===== config.mk =====
export PLATFORM = sky130hd
export DESIGN_NAME = startup_supervisor
export DESIGN_NICKNAME = d
export VERILOG_FILES = /design/src/rtl/startup_supervisor.sv
export SDC_FILE = /design/constraint.sdc
export NUM_CORES = 1
export LEC_CHECK = 0
export BUFFER_PORTS_ARGS = -buffer_cell sky130_fd_sc_hd__buf_2
export CAP_MARGIN = 0
export CORE_MARGIN = 1
export CORE_UTILIZATION = 28
export DETAILED_ROUTE_END_ITERATION = 10
export GPL_TIMING_DRIVEN = 0
export PLACE_DENSITY = 0.5
export SYNTH_ARGS = -nofsm -noshare
export SYNTH_HDL_FRONTEND = slang
export SYNTH_SLANG_ARGS = --single-unit

===== constraint.sdc =====
create_clock -name clk -period 3.5 [get_ports clk]
set_input_delay 0.7 -clock clk [delete_from_list [all_inputs] [get_ports clk]]
set_output_delay 0.7 -clock clk [all_outputs]
set_load 0.05 [all_outputs]

===== src/rtl/startup_supervisor.sv =====
module startup_supervisor #(
  parameter int CODE_W      = 8,
  parameter int STEP_CYCLES = 3333
) (
  input  logic              clk,
  input  logic              rst_n,
  input  logic              vdd_on,
  input  logic              vdd_above_off,
  input  logic              vdd_above_rst,
  input  logic              drain_ok,
  input  logic              fb_overload,
  input  logic              br_ok,
  input  logic              over_temp,
  input  logic              ovp_fault,
  input  logic              ocp_fault,
  output logic              hv_charge_en,
  output logic              low_charge_sel,
  output logic              sw_en,
  output logic [CODE_W-1:0] ilim_code
);
  localparam int TICK_W = (STEP_CYCLES > 1) ? $clog2(STEP_CYCLES) : 1;
  localparam logic [TICK_W-1:0] TICK_LAST = TICK_W'(STEP_CYCLES - 1);
  localparam logic [CODE_W-1:0] CODE_MAX = '1;

  typedef enum logic [2:0] {ST_CHARGE, ST_SOFT, ST_RUN, ST_HOLD, ST_DRAIN} st_t;

  st_t st, st_nx;
  logic post_fault;
  logic [TICK_W-1:0] tick;
  logic [CODE_W-1:0] code;

  wire fault     = fb_overload | ovp_fault | ocp_fault;
  wire inhibit   = ~br_ok | over_temp;
  wire switching = (st == ST_SOFT) || (st == ST_RUN);
  wire nx_sw     = (st_nx == ST_SOFT) || (st_nx == ST_RUN);

  always_comb begin
    st_nx = st;
    case (st)
      ST_CHARGE: if (vdd_on) st_nx = inhibit ? ST_HOLD : ST_SOFT;
      ST_SOFT, ST_RUN: begin
        if (fault || !vdd_above_off) st_nx = ST_DRAIN;
        else if (inhibit)            st_nx = ST_HOLD;
        else if (st == ST_SOFT && code == CODE_MAX) st_nx = ST_RUN;
      end
      ST_HOLD: begin
        if (!vdd_above_off) st_nx = ST_CHARGE;
        else if (!inhibit)  st_nx = ST_SOFT;
      end
      ST_DRAIN: if (!vdd_above_rst) st_nx = ST_CHARGE;
      default: st_nx = ST_CHARGE;
    endcase
  end

  always_ff @(posedge clk or negedge rst_n) begin
    if (!rst_n) begin
      st         <= ST_CHARGE;
      post_fault <= 1'b0;
    end else begin
      st <= st_nx;
      if (switching && fault)                       post_fault <= 1'b1;
      else if (st == ST_SOFT && st_nx == ST_RUN)    post_fault <= 1'b0;
    end
  end

  always_ff @(posedge clk or negedge rst_n) begin
    if (!rst_n) begin
      code <= '0;
      tick <= '0;
    end else if (!nx_sw) begin
      code <= '0;
      tick <= '0;
    end else if (st == ST_SOFT) begin
      if (code != CODE_MAX) begin
        if (tick == TICK_LAST) begin
          tick <= '0;
          code <= code + 1'b1;
        end else begin
          tick <= tick + 1'b1;
        end
      end
    end else if (st != ST_RUN) begin
      code <= '0;
      tick <= '0;
    end
  end

  assign hv_charge_en   = (st == ST_CHARGE) && drain_ok && !vdd_on;
  assign low_charge_sel = post_fault;
  assign sw_en          = switching;
  assign ilim_code      = code;
endmodule



# Word-level counts from Yosys, hierarchy flattened
# Cells that the tools add are included.
# totals
regBits,24
in_bits,11
output_inout_bits,11
wordCells,59
# classes
n_addsub,2
n_eq_ne,13
mux,21
bitwise,4
n_reduce_logical,15
# op_table
cell,count
two-way mux 12 bit,5
two-way mux 8 bit,5
two-way mux 3 bit,7
"adder 12 x 1 -> 12 bit, second input constant",1
"== test 12 bit, second input constant",1
case mux 3 bit (4 select lines),1
"== test 3 x 2 -> 1 bit, second input constant",3
"!= test 3 x 2 -> 1 bit, second input constant",3
"adder 8 x 1 -> 8 bit, second input constant",1
"== test 8 bit, second input constant",1
"!= test 8 bit, second input constant",1
"== test 3 x 1 -> 1 bit, second input constant",2
logical AND 1 bit,5
"== test 3 bit, second input constant",1
logical NOT 3 bit,1
logical OR 1 bit,3
"!= test 3 x 1 -> 1 bit, second input constant",1
OR 1 bit,3
AND reduction 3 bit,1
logical NOT 1 bit,2
two-way mux 1 bit,2
two-way mux 2 bit,1
AND reduction 2 bit,1
nonzero test 2 bit,1
2 further kinds,2

# Depth between registers and ports, before layout
# logic_depth
ltp_word,10
mapped_depth,9

# Worst setup path after synthesis
# No wires, ideal clock.
# synth_timing
path_type,register to register
startpoint,"reg code[0], in the netlist ilim_code[0]"
endpoint,"reg code[2], in the netlist ilim_code[2]"
setup_time_ns,0.121
arrival_time_ns,2.785
slack_ns,0.594
path_stages_with_launch,9
n_path_buf,1
synth_period_minus_slack_ns,2.906
path_cell_list,dfrtp_1 ha_1 nand3_2 or4_4 a221oi_4 a31oi_2 buf_6 a211o_1 a22o_1
# synth_via
elab_chain_cells,10
word_cells_on_any_way,19
cone_classes,add/sub: 1; eq/ne: 7; mux: 8; reduce/logical: 3
# synth_rtl
item,line_no,text
from (decl),30,logic [CODE_W-1:0] code;
from (signal assigned),77,code <= code + 1'b1;
== test 8 bit,44,else if (st == ST_SOFT && code == CODE_MAX) st_nx = ST_RUN;
logical AND 1 bit,44,
two-way mux 3 bit,44,
two-way mux 3 bit,43,else if (inhibit) st_nx = ST_HOLD;
two-way mux 3 bit,42,if (fault || !vdd_above_off) st_nx = ST_DRAIN;
case mux 3 bit (4 select lines),39,case (st)
== test 3 x 1 -> 1 bit or == test 3 x 2 -> 1 bit (tied branches),35,wire nx_sw = (st_nx == ST_SOFT) || (st_nx == ST_RUN);
logical OR 1 bit,35,
!= test 3 x 2 -> 1 bit (no source line) or != test 3 x 1 -> 1 bit (tied branches),-,
AND reduction 3 bit (no source line),-,
# Several ways; a longest one is shown, not always the timed one. The select of a mux whose other input is x is not followed.
# A chain may end at the register's enable or synchronous reset.

# Worst setup path in the final report
# layout_timing
startpoint,"reg code[0], in the netlist ilim_code[0]"
endpoint,"reg code[0], in the netlist ilim_code[0]"
# The elaborated chain is that of the path after synthesis.

==> impl_metrics.csv <==
group,metric,value,unit
yosys,yosysWarnings,0,
routing,detail-route-antenna-nets,0,
die,fp.coreArea,5540,µm²
yosys,synthTopCellsByArea,"dfrtp_1 37%, nand3_1 4.3%, a21oi_1 4.0%",
grt,antenna_found_initial,0,
routing,drc,0,
timing,rsz0062_at_grt,"no",
setup_path,crit_slowest_cell,"or4_4",
power,p_leak,0.769,nW
clock_tree,cts_root_buf,"clkbuf_8",
layout,synthToLayoutAreaGrowth,15.4,%
yosys,synth.distinct_cells,53,
layout,fillers,612,
yosys,synth_top_area_cell,"dfrtp_1",
timing,tightest_slew,578,ps
routing,via_per_inst,5.18,
routing,dr.pass1.iters,4,
yosys,syn_nets,199,
clock_tree,cts_resized,0,
power,p_per_area,522,nW/µm²
timing,tns,0,ps
routing,totalWireLength,3890,µm
setup_path,timing.critical_path.buf_inv,1,
min_path,hp-class,"primary input to asynchronous set/reset pin",
yosys,netlist_area,1630,µm²
placement,hpwl,2770,µm
die,die-area,6110,µm²
layout,fin_util,0.339,
power,power,980,µW
clock_tree,h-tree-depth,1,
clock_tree,hold_buffers,0,
setup_path,path_delay_family,"simple AND/OR/NAND/NOR gates",
clock_tree,cts_setup_buffers,0,
timing,slew_headroom,0.615,
layout,antenna_cells,0,
timing,timing.final.crit_share,0.785,
timing,fin_hold_ws,410,ps
die,initial_core_util,0.293,
timing,fmax,364,MHz
flow_run,maxCapViolations,0,
die,die_w,78.2,µm
routing,routedWlPerCell,13.8,µm
yosys,yosysMostFrequentCell,"dfrtp_1",
placement,io_buffers,21,
layout,layout-drive-gt1-share,0.200,
yosys,synth_async_sr_flop_share,1.00,
grt,grt_max_degree,25,
die,pin_count,22,
layout,fin_cells,282,
timing,drv_slew,0,
placement,place_inst,278,
timing,fin_crit,2750,ps
setup_path,crit_arrival,2910,ps
routing,first_iter_violations,54,
timing,hold_viol,0,
die,row_count,27,
run_status,outcome,"completed",
yosys,synth-edff-count,0,
clock_tree,cts_sinks,24,
placement,place_congestion,0.723,
grt,grt_use_total,0.135,
setup_path,cp_cell_sequence,"ha_1, nand3_2, or4_4, a221oi_4, a211oi_1, buf_6, or2_1, mux2_2",
clock_tree,clock_path_buffers,2,
power,max-vdd-ir-drop,0.000261,V
clock_tree,clkTransAtPathRegs,90,ps
yosys,synth_top_cell_area_share,0.370,
timing,skew,7.16,ps
clock_tree,cts_tree,"yes",
yosys,synth-main-ff-cell,"dfrtp_1",
layout,nets,225,
yosys,synth_common_cells,"24 x dfrtp_1, 17 x nand2_1, 15 x nor2_1",
yosys,synth_cells,185,
yosys,ys_seq_area_frac,0.370,
grt,grt_pass1_wl,6640,µm
yosys,synth-seq-cells,24,
setup_path,cp.required,3670,ps
grt,grt_overflow_total,0,
die,fp.dieH,78.2,µm
yosys,avgSynthCellArea,8.79,µm²
timing,setup_viol,0,
setup_path,worst-setup-path-type,"flop to flop",
clock_tree,cts_buffers,3,
setup_path,cp_max_fo,10,
setup_path,critPathMaxStageDelay,590,ps
setup_path,critPathLaunchType,"flop",
setup_path,end_kind,"flop",
routing,vias,1461,
grt,grt_pass1_vias,1428,
clock_tree,clkLatencyLatePin,270,ps
-- cell type report --
cell class	count	area (µm²)	area share
Multi-Input combinational cell	142	925	0.493
Sequential cell	24	601	0.320
Timing Repair Buffer	21	105	0.0560
Tap cell	72	90.1	0.0480
Buffer	8	58.8	0.0314
Clock buffer	4	55.1	0.0294
Inverter	11	41.3	0.0220
-- per-stage QoR --
stage / setup WS, ps / instance area, µm²
CTS: 716 / 1880
detailed placement: 520 / 1820
global route: 550 / 1880
floorplan: 594 / 1630
finish: 754 / 1880
global placement: 538 / 1820
-- final timing paths --
kind	start	to	slack, ps	cells past startpoint
min in group clk	low_charge_sel	low_charge_sel	530	1
worst min-delay path	rst_n	low_charge_sel	410	1
worst max register to register	ilim_code[0]	ilim_code[0]	750	8
worst max-delay path	ilim_code[0]	ilim_code[0]	750	8
max in group asynchronous	rst_n	tick[1]	2700	1
worst min register to register	low_charge_sel	low_charge_sel	530	1
-- worst reg2reg max path: stages, from the launching register on --
cell and delay (ps):
dfrtp_1 400, ha_1 200, nand3_2 140, or4_4 590, a221oi_4 430, a211oi_1 170, buf_6 190, or2_1 240
mux2_2 270
-- registers in the layout, summed over array words and instances, names as in the netlist --
name            flops
st                  3
ilim_code           8
tick               12
low_charge_sel      1
-- where the power goes --
part	leakage (nW)	switching [mW]	internal, mW	total, mW
Sequential	0.328	0.0166	0.297	0.314
Clock	0.0288	0.0969	0.101	0.198
Combinational	0.412	0.316	0.152	0.468
-- kinds of logic after synthesis --
kind of cell	after synthesis	share of synthesized area
AOI/OAI and AO/OA	48	0.218
xor gates and xnor gates	3	0.0162
adders and majority gates	3	0.0231
buffers and inverters	19	0.0616
DFF	24	0.370
muxes	1	0.00693
and+or+nand+nor	87	0.305
-- layout by cell type, fill, tap and decap left out, types with 2 or more instances in the layout --
| cell type | instances |
|---|---|
| a21oi_1 | 13 |
| buf_6 | 3 |
| ha_1 | 3 |
| a31oi_1 | 2 |
| nand2b_1 | 3 |
| clkbuf_1 | 2 |
| dfrtp_1 | 24 |
| nor4b_1 | 3 |
| o31ai_1 | 6 |
| or3_1 | 3 |
| or4_1 | 4 |
| nand3_1 | 14 |
| or2_1 | 2 |
| and3_1 | 5 |
| a211oi_1 | 5 |
| and2_1 | 2 |
| inv_1 | 11 |
| nand4b_1 | 2 |
| o21ai_1 | 7 |
| buf_2 | 23 |
| xnor2_1 | 3 |
| nor4_1 | 2 |
| nand2_1 | 17 |
| nor2_1 | 15 |
| nor3_1 | 3 |
| o2bb2ai_1 | 2 |
| clkbuf_8 | 4 |
-- per-layer routing --
layer / vias to the layer above / track usage / share of wire
met2: 20 / 0.237 / 0.47
met1: 697 / 0.171 / 0.49
met5: - / 0 / 0
met4: 0 / 0.0222 / 0.0031
met3: 2 / 0.0314 / 0.033
li1: 742 / - / -
Note: power is estimated with default switching activity, not from simulation.
